**src/rtl/rsc_pkg.sv**
```systemverilog
package rsc_pkg;

    typedef enum logic [1:0] {
        ST_HOLD   = 2'd0,
        ST_RUN    = 2'd1,
        ST_SLEEP1 = 2'd2,
        ST_SLEEP2 = 2'd3
    } rsc_state_e;

    localparam int          CTRL_W      = 8;
    localparam int          TCR_INT_BIT = 6;
    localparam logic [7:0]  IOCR_CLR    = 8'b0100_1000;
    localparam logic [7:0]  IOCR_SET    = 8'b0011_0001;

endpackage

```
**src/rtl/rsc_sync.sv**
```systemverilog
module rsc_sync #(
    parameter int         W       = 1,
    parameter logic [W-1:0] RST_VAL = '1
) (
    input  logic         clk,
    input  logic         arst,
    input  logic [W-1:0] d,
    output logic [W-1:0] q
);

    logic [W-1:0] stage1;

    for (genvar i = 0; i < W; i++) begin : g_bit
        always_ff @(posedge clk or posedge arst) begin
            if (arst) begin
                stage1[i] <= RST_VAL[i];
                q[i]      <= RST_VAL[i];
            end else begin
                stage1[i] <= d[i];
                q[i]      <= stage1[i];
            end
        end
    end

endmodule

```
**src/rtl/rsc_ost_timer.sv**
```systemverilog
module rsc_ost_timer #(
    parameter int OST_CYCLES = 18000
) (
    input  logic clk,
    input  logic arst,
    input  logic clr,
    output logic done
);

    localparam int CW = (OST_CYCLES > 1) ? $clog2(OST_CYCLES) : 1;
    localparam logic [CW-1:0] LAST = CW'(OST_CYCLES - 1);

    logic [CW-1:0] cnt;

    always_ff @(posedge clk or posedge arst) begin
        if (arst) begin
            cnt <= '0;
        end else if (clr) begin
            cnt <= '0;
        end else if (cnt != LAST) begin
            cnt <= cnt + 1'b1;
        end
    end

    assign done = (cnt == LAST);


    cnt_range_chk: assert property (@(posedge clk) disable iff (arst)
        cnt <= LAST);

endmodule

```
**src/rtl/rsc_wake_qual.sv**
```systemverilog
module rsc_wake_qual #(
    parameter int NWAKE = 8
) (
    input  logic [NWAKE-1:0] wake_n_s,
    input  logic [NWAKE-1:0] wake_en,
    input  logic [NWAKE-1:0] pin_in_mode,
    output logic             wake_any
);

    logic [NWAKE-1:0] hit;

    for (genvar i = 0; i < NWAKE; i++) begin : g_pin
        assign hit[i] = ~wake_n_s[i] & wake_en[i] & pin_in_mode[i];
    end

    assign wake_any = |hit;

endmodule

```
**src/rtl/rst_sleep_ctrl.sv**
```systemverilog
module rst_sleep_ctrl
    import rsc_pkg::*;
#(
    parameter int NWAKE      = 8,
    parameter int OST_CYCLES = 18000,
    parameter int PC_W       = 11
) (
    input  logic              clk,
    input  logic              por_det,
    input  logic              ext_rst_n,
    input  logic              wdt_timeout,
    input  logic              sleep_cmd,
    input  logic              slp_mode_sel,
    input  logic              cfg_wdt_en,
    input  logic [NWAKE-1:0]  wake_n,
    input  logic [NWAKE-1:0]  wake_en,
    input  logic [NWAKE-1:0]  pin_in_mode,
    output logic              core_rst,
    output logic              osc_en,
    output logic              reg_load,
    output logic              por_load,
    output logic              wdt_clr,
    output logic              wdt_run,
    output logic              flag_t,
    output logic              flag_p,
    output logic [PC_W-1:0]   pc_rst_val,
    output logic [CTRL_W-1:0] tcr_rst_val,
    output logic [CTRL_W-1:0] iocr_and_mask,
    output logic [CTRL_W-1:0] iocr_or_mask
);

    localparam int SW = NWAKE + 1;

    rsc_state_e state, state_n;
    logic       t_n, p_n;
    logic       por_hold;
    logic       slp_pulse, enter_slp;
    logic       ext_s;
    logic [NWAKE-1:0] wake_s;
    logic       wake_any;
    logic       ost_done;
    logic       wdt_hit;

    rsc_sync #(.W(SW), .RST_VAL('1)) u_sync (
        .clk  (clk),
        .arst (por_det),
        .d    ({ext_rst_n, wake_n}),
        .q    ({ext_s, wake_s})
    );

    rsc_wake_qual #(.NWAKE(NWAKE)) u_wq (
        .wake_n_s    (wake_s),
        .wake_en     (wake_en),
        .pin_in_mode (pin_in_mode),
        .wake_any    (wake_any)
    );

    rsc_ost_timer #(.OST_CYCLES(OST_CYCLES)) u_ost (
        .clk  (clk),
        .arst (por_det),
        .clr  ((state != ST_HOLD) || !ext_s),
        .done (ost_done)
    );

    assign wdt_hit = wdt_timeout && cfg_wdt_en;

    always_comb begin
        state_n   = state;
        t_n       = flag_t;
        p_n       = flag_p;
        enter_slp = 1'b0;
        unique case (state)
            ST_HOLD: begin
                if (ost_done && ext_s) state_n = ST_RUN;
            end
            ST_RUN: begin
                if (!ext_s) begin
                    state_n = ST_HOLD;
                end else if (wdt_hit) begin
                    state_n = ST_HOLD;
                    t_n = 1'b0;
                    p_n = 1'b1;
                end else if (sleep_cmd) begin
                    enter_slp = 1'b1;
                    state_n   = slp_mode_sel ? ST_SLEEP1 : ST_SLEEP2;
                end
            end
            ST_SLEEP1, ST_SLEEP2: begin
                if (!ext_s) begin
                    state_n = ST_HOLD;
                    t_n = 1'b1;
                    p_n = 1'b0;
                end else if (wdt_hit) begin
                    state_n = ST_HOLD;
                    t_n = 1'b0;
                    p_n = 1'b0;
                end else if (state == ST_SLEEP2 && wake_any) begin
                    state_n = ST_RUN;
                    t_n = 1'b1;
                    p_n = 1'b0;
                end
            end
            default: state_n = ST_HOLD;
        endcase
    end

    always_ff @(posedge clk or posedge por_det) begin
        if (por_det) begin
            state     <= ST_HOLD;
            flag_t    <= 1'b1;
            flag_p    <= 1'b1;
            por_hold  <= 1'b1;
            slp_pulse <= 1'b0;
        end else begin
            state     <= state_n;
            flag_t    <= t_n;
            flag_p    <= p_n;
            slp_pulse <= enter_slp;
            if (state == ST_HOLD && state_n == ST_RUN) por_hold <= 1'b0;
        end
    end

    always_comb begin
        core_rst = (state == ST_HOLD);
        osc_en   = !(state == ST_SLEEP1 || state == ST_SLEEP2);
        reg_load = core_rst;
        por_load = core_rst && por_hold;
        wdt_clr  = core_rst || slp_pulse;
        wdt_run  = cfg_wdt_en && !core_rst;
    end

    assign pc_rst_val    = '1;
    assign tcr_rst_val   = ~(CTRL_W'(1) << TCR_INT_BIT);
    assign iocr_and_mask = ~IOCR_CLR;
    assign iocr_or_mask  = IOCR_SET;


    rst_osc_chk: assert property (@(posedge clk) disable iff (por_det)
        core_rst |-> osc_en);


    wdt_hold_chk: assert property (@(posedge clk) disable iff (por_det)
        core_rst |-> (wdt_clr && !wdt_run));


    por_in_hold_chk: assert property (@(posedge clk) disable iff (por_det)
        por_load |-> core_rst);


    s1_wdt_chk: assert property (@(posedge clk) disable iff (por_det)
        (state == ST_SLEEP1 && ext_s && wdt_hit) |=> (core_rst && !flag_t && !flag_p));


    s2_wake_chk: assert property (@(posedge clk) disable iff (por_det)
        (state == ST_SLEEP2 && ext_s && !wdt_hit && wake_any)
            |=> (!core_rst && osc_en && flag_t && !flag_p));


    pin_run_chk: assert property (@(posedge clk) disable iff (por_det)
        (state == ST_RUN && !ext_s) |=> (core_rst && $stable(flag_t) && $stable(flag_p)));

endmodule

```
**config.mk**
```make
export PLATFORM = sky130hd
export DESIGN_NAME = rst_sleep_ctrl
export DESIGN_NICKNAME = d
export VERILOG_FILES = /design/src/rtl/rsc_pkg.sv /design/src/rtl/rsc_sync.sv /design/src/rtl/rsc_ost_timer.sv /design/src/rtl/rsc_wake_qual.sv /design/src/rtl/rst_sleep_ctrl.sv
export SDC_FILE = /design/constraint.sdc
export NUM_CORES = 1
export LEC_CHECK = 0
export ABC_CLOCK_PERIOD_IN_PS = 1790
export BUFFER_PORTS_ARGS = -buffer_cell sky130_fd_sc_hd__buf_2
export CAP_MARGIN = 30
export CORE_UTILIZATION = 51
export CTS_BUF_LIST = sky130_fd_sc_hd__clkbuf_4
export DETAILED_ROUTE_END_ITERATION = 10
export PLACE_DENSITY = 0.91
export SLEW_MARGIN = 10
export SYNTH_ARGS = -nofsm -noshare
export SYNTH_HDL_FRONTEND = slang
export SYNTH_HIERARCHICAL = 1
export SYNTH_SLANG_ARGS = --single-unit
```
**constraint.sdc**
```tcl
create_clock -name clk -period 1.79 [get_ports clk]
set_input_delay 0.179 -clock clk [delete_from_list [all_inputs] [get_ports clk]]
set_output_delay 0.179 -clock clk [all_outputs]
set_load 0.05 [all_outputs]
```
==> results of run 1 <==
## cells in the mapped netlist, drive strengths merged, types with 3 or more instances
cell,count,area (um2)
nand3,4,20.0
inv,5,18.8
and4,3,27.5
xnor2,4,35.0
buf,40,298
o22ai,5,31.3
xor2,6,52.6
dfrtp,18,450
nand2,21,78.8
o21ai,3,15.0
nor4,3,18.8
and3,5,33.8
nor2,14,55.1
a31oi,4,25.0
nand4,6,43.8
nor3,3,15.0
dfstp,21,552
## layer usage
metal	global-route usage	routed length, um	up-vias
met5	0	0	-
met4	0.0917	50	0
met3	0.0536	222	6
met2	0.336	1890	72
met1	0.208	1440	681
li1	-	-	676
## power groups by stage
stage	Clock (mW)	Combinational, mW	Sequential, mW
after global placement	0	0.250	0.953
final	0.611	0.272	0.942
after global routing	0.663	0.291	0.945
after detailed placement	0	0.253	0.957
after CTS	0.626	0.270	0.942
after floorplan	0	0.268	0.950
## flip-flops by register name, summed over array words and instances (netlist names)
register       flops
flag_p             1
flag_t             1
por_hold           1
slp_pulse          1
state              2
u_ost/cnt         15
u_sync/q           9
u_sync/stage1      9
## critical path: stages (launching register included)
cell     delay (ps)
dfrtp_1         490
nor2_4          230
and2b_2         230
buf_2           200
## stage by stage
stage | utilization | hold slack, ps | power (mW) | setup WS (ps) | instances
global route | 0.615 | 116 | 1.90 | 2.97 | 290
CTS | 0.611 | 86.6 | 1.84 | 13.1 | 290
finish | 0.615 | 93.8 | 1.82 | 97.7 | 290
floorplan | - | -32.2 | 1.22 | 33.9 | 224
detailed placement | 0.560 | 118 | 1.21 | 100 | 272
global placement | 0.560 | 121 | 1.20 | 217 | 272
## cells by family after synthesis
family          after synthesis
xor+xnor                     10
flops                        39
fa+ha+maj                     2
buf+inv                      45
other cells                   2
compound gates               21
simple gates                 72
## layout make-up
type                       instances  area, um2
timing repair buffer              50        305
fill                             278       1420
tap                               48       60.1
inverter                           5       18.8
clock inverter                     3       47.5
clock buffer                       5       37.5
multi-input combinational        140        798
sequential                        39       1000
## how the worst min path moves through the flow
stage                     cells after the start  slack (ps)        end       from
after floorplan                               1         -30  slp_pulse    por_det
after global placement                        2         120   state[0]    por_det
after detailed placement                      2         120   state[0]    por_det
after CTS                                     3          90  slp_pulse  sleep_cmd
after global routing                          3         120  slp_pulse  sleep_cmd
final                                         3          90  slp_pulse  sleep_cmd
## timing repair
item / in CTS / in global routing
endpoints found under the setup margin: 0 / 3
gates resized for setup: 0 / 3
hold buffers: 10 / 0
endpoints found under the hold margin: 30 / 0
==> key figures, run 1 <==
Pwr
  – Internal power: approximately 1.3 mW
  – Leakage: approximately 1.1 nW
  – Sw Pwr: 543 uW
  – Worst vdd ir: between 0.6 and 0.7 mV
  – Net Sw Frac: 0.298
  – Clk pwr share: 0.335
  – Power per Cell Area: around 800 nW/um2
  – Comb pwr share: 0.149
  – Sequential group share of total power: 0.516

GRT
  – Total gr overflow: 0
  – Vias in the first global route: 1391
  – GR Util All Layers: 0.190
  – First-pass GRT wire length: between 5000 and 6000 um
  – Largest net degree at the start of global routing: 19
  – Initial antenna violation count: 0

Logic synthesis
  – Synthesized area per cell: 10.3 um2
  – XOR/XNOR share of the synthesized area: 0.0443
  – Post-synth cell types: 43
  – Synth Area in Simple Gates: 0.203
  – Main combinational cell family by area after synthesis: simple AND/OR/NAND/NOR gates
  – Fraction of registers with async set/reset: 1.00
  – Mux share of post-synthesis cell area: 0
  – Top FF cell, synth: dfstp_2
  – Seq/Total Area, Yosys: 0.507
  – Syn. warnings: 6
  – Post-Synth Adder-Cell Area: 0.0127
  – Compound-Gate Fraction of Synth Area: 0.0690
  – Synth Instances: approximately 190
  – Post-synth EDFFs: 0
  – Synthesized flop and latch total: 39
  – Netlist Area Pre-Place: about 2000 um2

Clock network
  – CTS max path bufs: 2
  – Sink Count: 39
  – Setup Buffers After CTS: 0
  – Later-pin clock latency in the skew report: 360 ps
  – CTS clk-pin slew, worst paths: roughly 120 ps
  – TritonCTS Buffers: 5
  – CTS tree: built
  – # H-tree levels: 2
  – Clock Root Buffer: clkbuf_4

Timing
  – Worst-margin pin slew: slightly above 600 ps
  – Final setup TNS: 0 ps
  – Slew Limit Fails: 0
  – RSZ-0062 raised after global routing: no
  – Final min period: between 1500 and 2000 ps
  – Worst slew margin: 0.592
  – F_max: slightly below 600 MHz
  – Final setup viols: 0
  – Fin crit share: 0.945
  – Hold Violations, Final: 0
  – Setup Skew: between 9 and 10 ps

Floorplan
  – Die X: around 64 um
  – Die area: between 4000 and 5000 um2
  – Ports: 74
  – Floorplan row count: 22
  – Die height: around 64 um
  – Core box area: 3690 um2
  – Initial Util: 0.536

Routing
  – DRC: 0
  – Pre-antenna DRT Iters: 4
  – Drt initial violations: between 80 and 90
  – Routed len/inst: between 10 and 15 um
  – Vias: approximately 1.4k
  – Final WL: around 3600 um
  – Vias/cell: 4.95
  – ANT nets after route: 0

Worst hold path
  – Hold crit path type: in2reg

Worst setup path
  – Reg2reg start: u_ost/cnt[0]
  – Setup crit end: wdt_run
  – Worst setup EP type: output port
  – Reg-to-reg critical path endpoint: u_ost/cnt[3]
  – Req. time, crit path: between 1500 and 2000 ps
  – R2R cell count: 4
  – Worst setup path start: state[1]
  – Critical Path AT: about 1500 ps
  – Crit Path Category: reg2out
  – Crit Path Max Fanout: 8
  – Startpoint type of the worst setup path: flop
  – Reg-to-reg slack, setup: between 100 and 150 ps

Place
  – Post-DP Area: ~2100 um2
  – RD Place Congestion: roughly 0.9
  – I/O Buffers: 38
  – Final HPWL DP: 2480 um

Cells and area
  – Nets: 274
  – Antenna diodes: 0
  – Final instance area: ~2300 um2
  – P&R area growth vs syn: 14.9%
  – Commonest non-fill, non-tap cell in the layout: buf_2
  – Share of cells above drive strength 1: 0.326
  – Most frequent cells in the layout: buf_2, conb_1, nand2_1, dfstp_2, dfrtp_1

Run
  – Maxcap violations: 0

Status
  – Outcome: completed
Note: power is estimated with default switching activity, not from simulation.
==> inputs of run 2 (changes only) <==
- CORE_UTILIZATION: 51 -> 49
- CTS_BUF_LIST: sky130_fd_sc_hd__clkbuf_4 -> sky130_fd_sc_hd__clkbuf_8 sky130_fd_sc_hd__clkbuf_16
- CTS_CLUSTER_DIAMETER: not set -> 200
- PLACE_DENSITY: 0.91 -> 0.89
==> key figures, run 2 (synthesis results as in run 1) <==
Clock network
  – CTS tree: built (unchanged)
  – Sink Count: 39 (unchanged)
  – Clock Root Buffer: clkbuf_8 (was clkbuf_4)
  – CTS clk-pin slew, worst paths: 80 ps (was 120 ps)
  – # H-tree levels: 2 (unchanged)
  – Later-pin clock latency in the skew report: 290 ps (was 360 ps)
  – CTS max path bufs: 2 (unchanged)
  – TritonCTS Buffers: 5 (unchanged)

GRT
  – Vias in the first global route: 1332 (was 1391)
  – Largest net degree at the start of global routing: 19 (unchanged)
  – GR Util All Layers: 0.191 (was 0.190)
  – Initial antenna violation count: 0 (unchanged)
  – First-pass GRT wire length: 6070 um (was 5910 um)
  – Total gr overflow: 0 (unchanged)

Floorplan
  – Ports: 74 (unchanged)
  – Initial Util: 0.524 (was 0.536)
  – Core box area: 3770 um2 (was 3690 um2)
  – Die area: 4290 um2 (was 4130 um2)
  – Die X: 65.5 um (was 64.2 um)
  – Die height: 65.5 um (was 64.2 um)
  – Floorplan row count: 22 (unchanged)

Routing
  – Pre-antenna DRT Iters: 4 (unchanged)
  – DRC: 0 (unchanged)
  – Drt initial violations: 155 (was 84)
  – ANT nets after route: 0 (unchanged)
  – Final WL: 3840 um (was 3600 um)
  – Vias: 1451 (was 1435)
  – Routed len/inst: 13.2 um (was 12.4 um)
  – Vias/cell: 4.97 (was 4.95)

Worst setup path
  – Worst setup path start: u_ost/cnt[12] (was state[1])
  – Startpoint type of the worst setup path: flop (unchanged)
  – Reg2reg start: u_ost/cnt[12] (was u_ost/cnt[0])
  – Reg-to-reg slack, setup: 90 ps (was 110 ps)
  – Crit Path Max Fanout: 4 (was 8)
  – Reg-to-reg critical path endpoint: state[0] (was u_ost/cnt[3])
  – Worst setup EP type: flop (was output port)
  – R2R cell count: 5 (was 4)
  – Critical Path AT: 1890 ps (was 1510 ps)
  – Req. time, crit path: 1980 ps (was 1610 ps)
  – Crit Path Category: reg2reg (was reg2out)

Timing
  – F_max: 589 MHz (was 591 MHz)
  – Worst-margin pin slew: 624 ps (was 611 ps)
  – Worst slew margin: 0.584 (was 0.592)
  – Fin crit share: 0.948 (was 0.945)
  – Final setup viols: 0 (unchanged)
  – Final min period: 1700 ps (was 1690 ps)
  – Setup Skew: 7.39 ps (was 9.33 ps)
  – Slew Limit Fails: 0 (unchanged)
  – Hold Violations, Final: 0 (unchanged)
  – Slack of the critical path: 92.9 ps (was 97.7 ps)

Worst hold path
  – Hold crit path type: in2reg (unchanged)
  – Hold Path Depth: 3 (unchanged)
  – Hold EP: slp_pulse (unchanged)
  – Hold_sp: sleep_cmd (unchanged)

Pwr
  – Leakage: 1.11 nW (was 1.09 nW)
  – Design Power: 1.90 mW (was 1.82 mW)
  – Power per Cell Area: 822 nW/um2 (was 804 nW/um2)
  – Worst vdd ir: 0.866 mV (was 0.661 mV)

Cells and area
  – Antenna diodes: 0 (unchanged)
  – Nets: 276 (was 274)
  – Commonest non-fill, non-tap cell in the layout: buf_2 (unchanged)
  – Max reg flops: 15 (unchanged)
  – Most frequent cells in the layout: buf_2, conb_1, nand2_1, dfstp_2, dfrtp_1 (unchanged)
  – Reg with most FFs: u_ost/cnt (unchanged)
  – Final Non-Filler Cells: 292 (was 290)
  – Final core occ: 0.611 (was 0.615)
  – Share of cells above drive strength 1: 0.332 (was 0.326)
  – Fillers: 296 (was 278)
  – Biggest regs: u_ost/cnt (15), u_sync/q (9), u_sync/stage1 (9) (unchanged)
  – P&R area growth vs syn: 16.7% (was 14.9%)

Place
  – RD Place Congestion: 0.978 (was 0.877)
  – I/O Buffers: 38 (unchanged)
  – DP Worst Slack: 51.8 ps (was 100 ps)
  – Cell count after placement: 273 (was 272)
  – Final HPWL DP: 2650 um (was 2480 um)

Run
  – Maxcap violations: 0 (unchanged)

Status
  – Outcome: completed (unchanged)
## run 2: timing repair
item / in CTS / in global routing
hold buffers: 10 / 0
hold endpoints to repair: 27 / 0
endpoints found under the setup margin: 0 / 2
setup buffers: 0 / 1
gates resized for setup: 0 / 2
## run 2: through the flow
stage / cell area [um2] / setup TNS, ps / hold slack (ps)
CTS: 2290 / 0 / 153
global route: 2310 / -37.8 / 183
finish: 2310 / 0 / 165
global placement: 2070 / 0 / 120
floorplan: 2100 / 0 / -32.2
detailed placement: 2070 / 0 / 121
## run 2: final cells by class
type | count | area, um2 | area share
Clock buffer | 6 | 93.8 | 0.0407
Inverter | 5 | 18.8 | 0.00814
Timing Repair Buffer | 52 | 320 | 0.139
Clock inverter | 2 | 17.5 | 0.00760
Sequential cell | 39 | 1000 | 0.435
Tap cell | 48 | 60.1 | 0.0260
Multi-Input combinational cell | 140 | 793 | 0.344
## run 2: how the worst max path moves through the flow
stage                    end  slack (ps)  depth (start not counted)
floorplan           por_load          30                          2
global placement    state[0]         190                          5
detailed placement  state[0]          50                          5
CTS                 state[0]          40                          5
global route        state[0]         -40                          5
finish              state[0]          90                          5
## run 2: where the power goes
| group | internal [mW] | switching (mW) | leakage [nW] |
|---|---|---|---|
| sequential | 0.923 | 0.0163 | 0.469 |
| clock | 0.366 | 0.319 | 0.0569 |
| combinational | 0.0561 | 0.216 | 0.583 |
## run 2: per-layer routing
layer	global-route usage	routed length (um)	vias to the layer above
li1	-	-	681
met1	0.232	1500	687
met2	0.312	2050	77
met3	0.0660	236	6
met4	0.0679	51	0
met5	0	0	-
## run 2: worst max-delay path, cell delays in order, from the launching register on
cell and delay (ps):
dfrtp_1 440, nor4b_2 370, nand4_1 200, nor4_2 300, nand2_1 70, a21boi_0 230
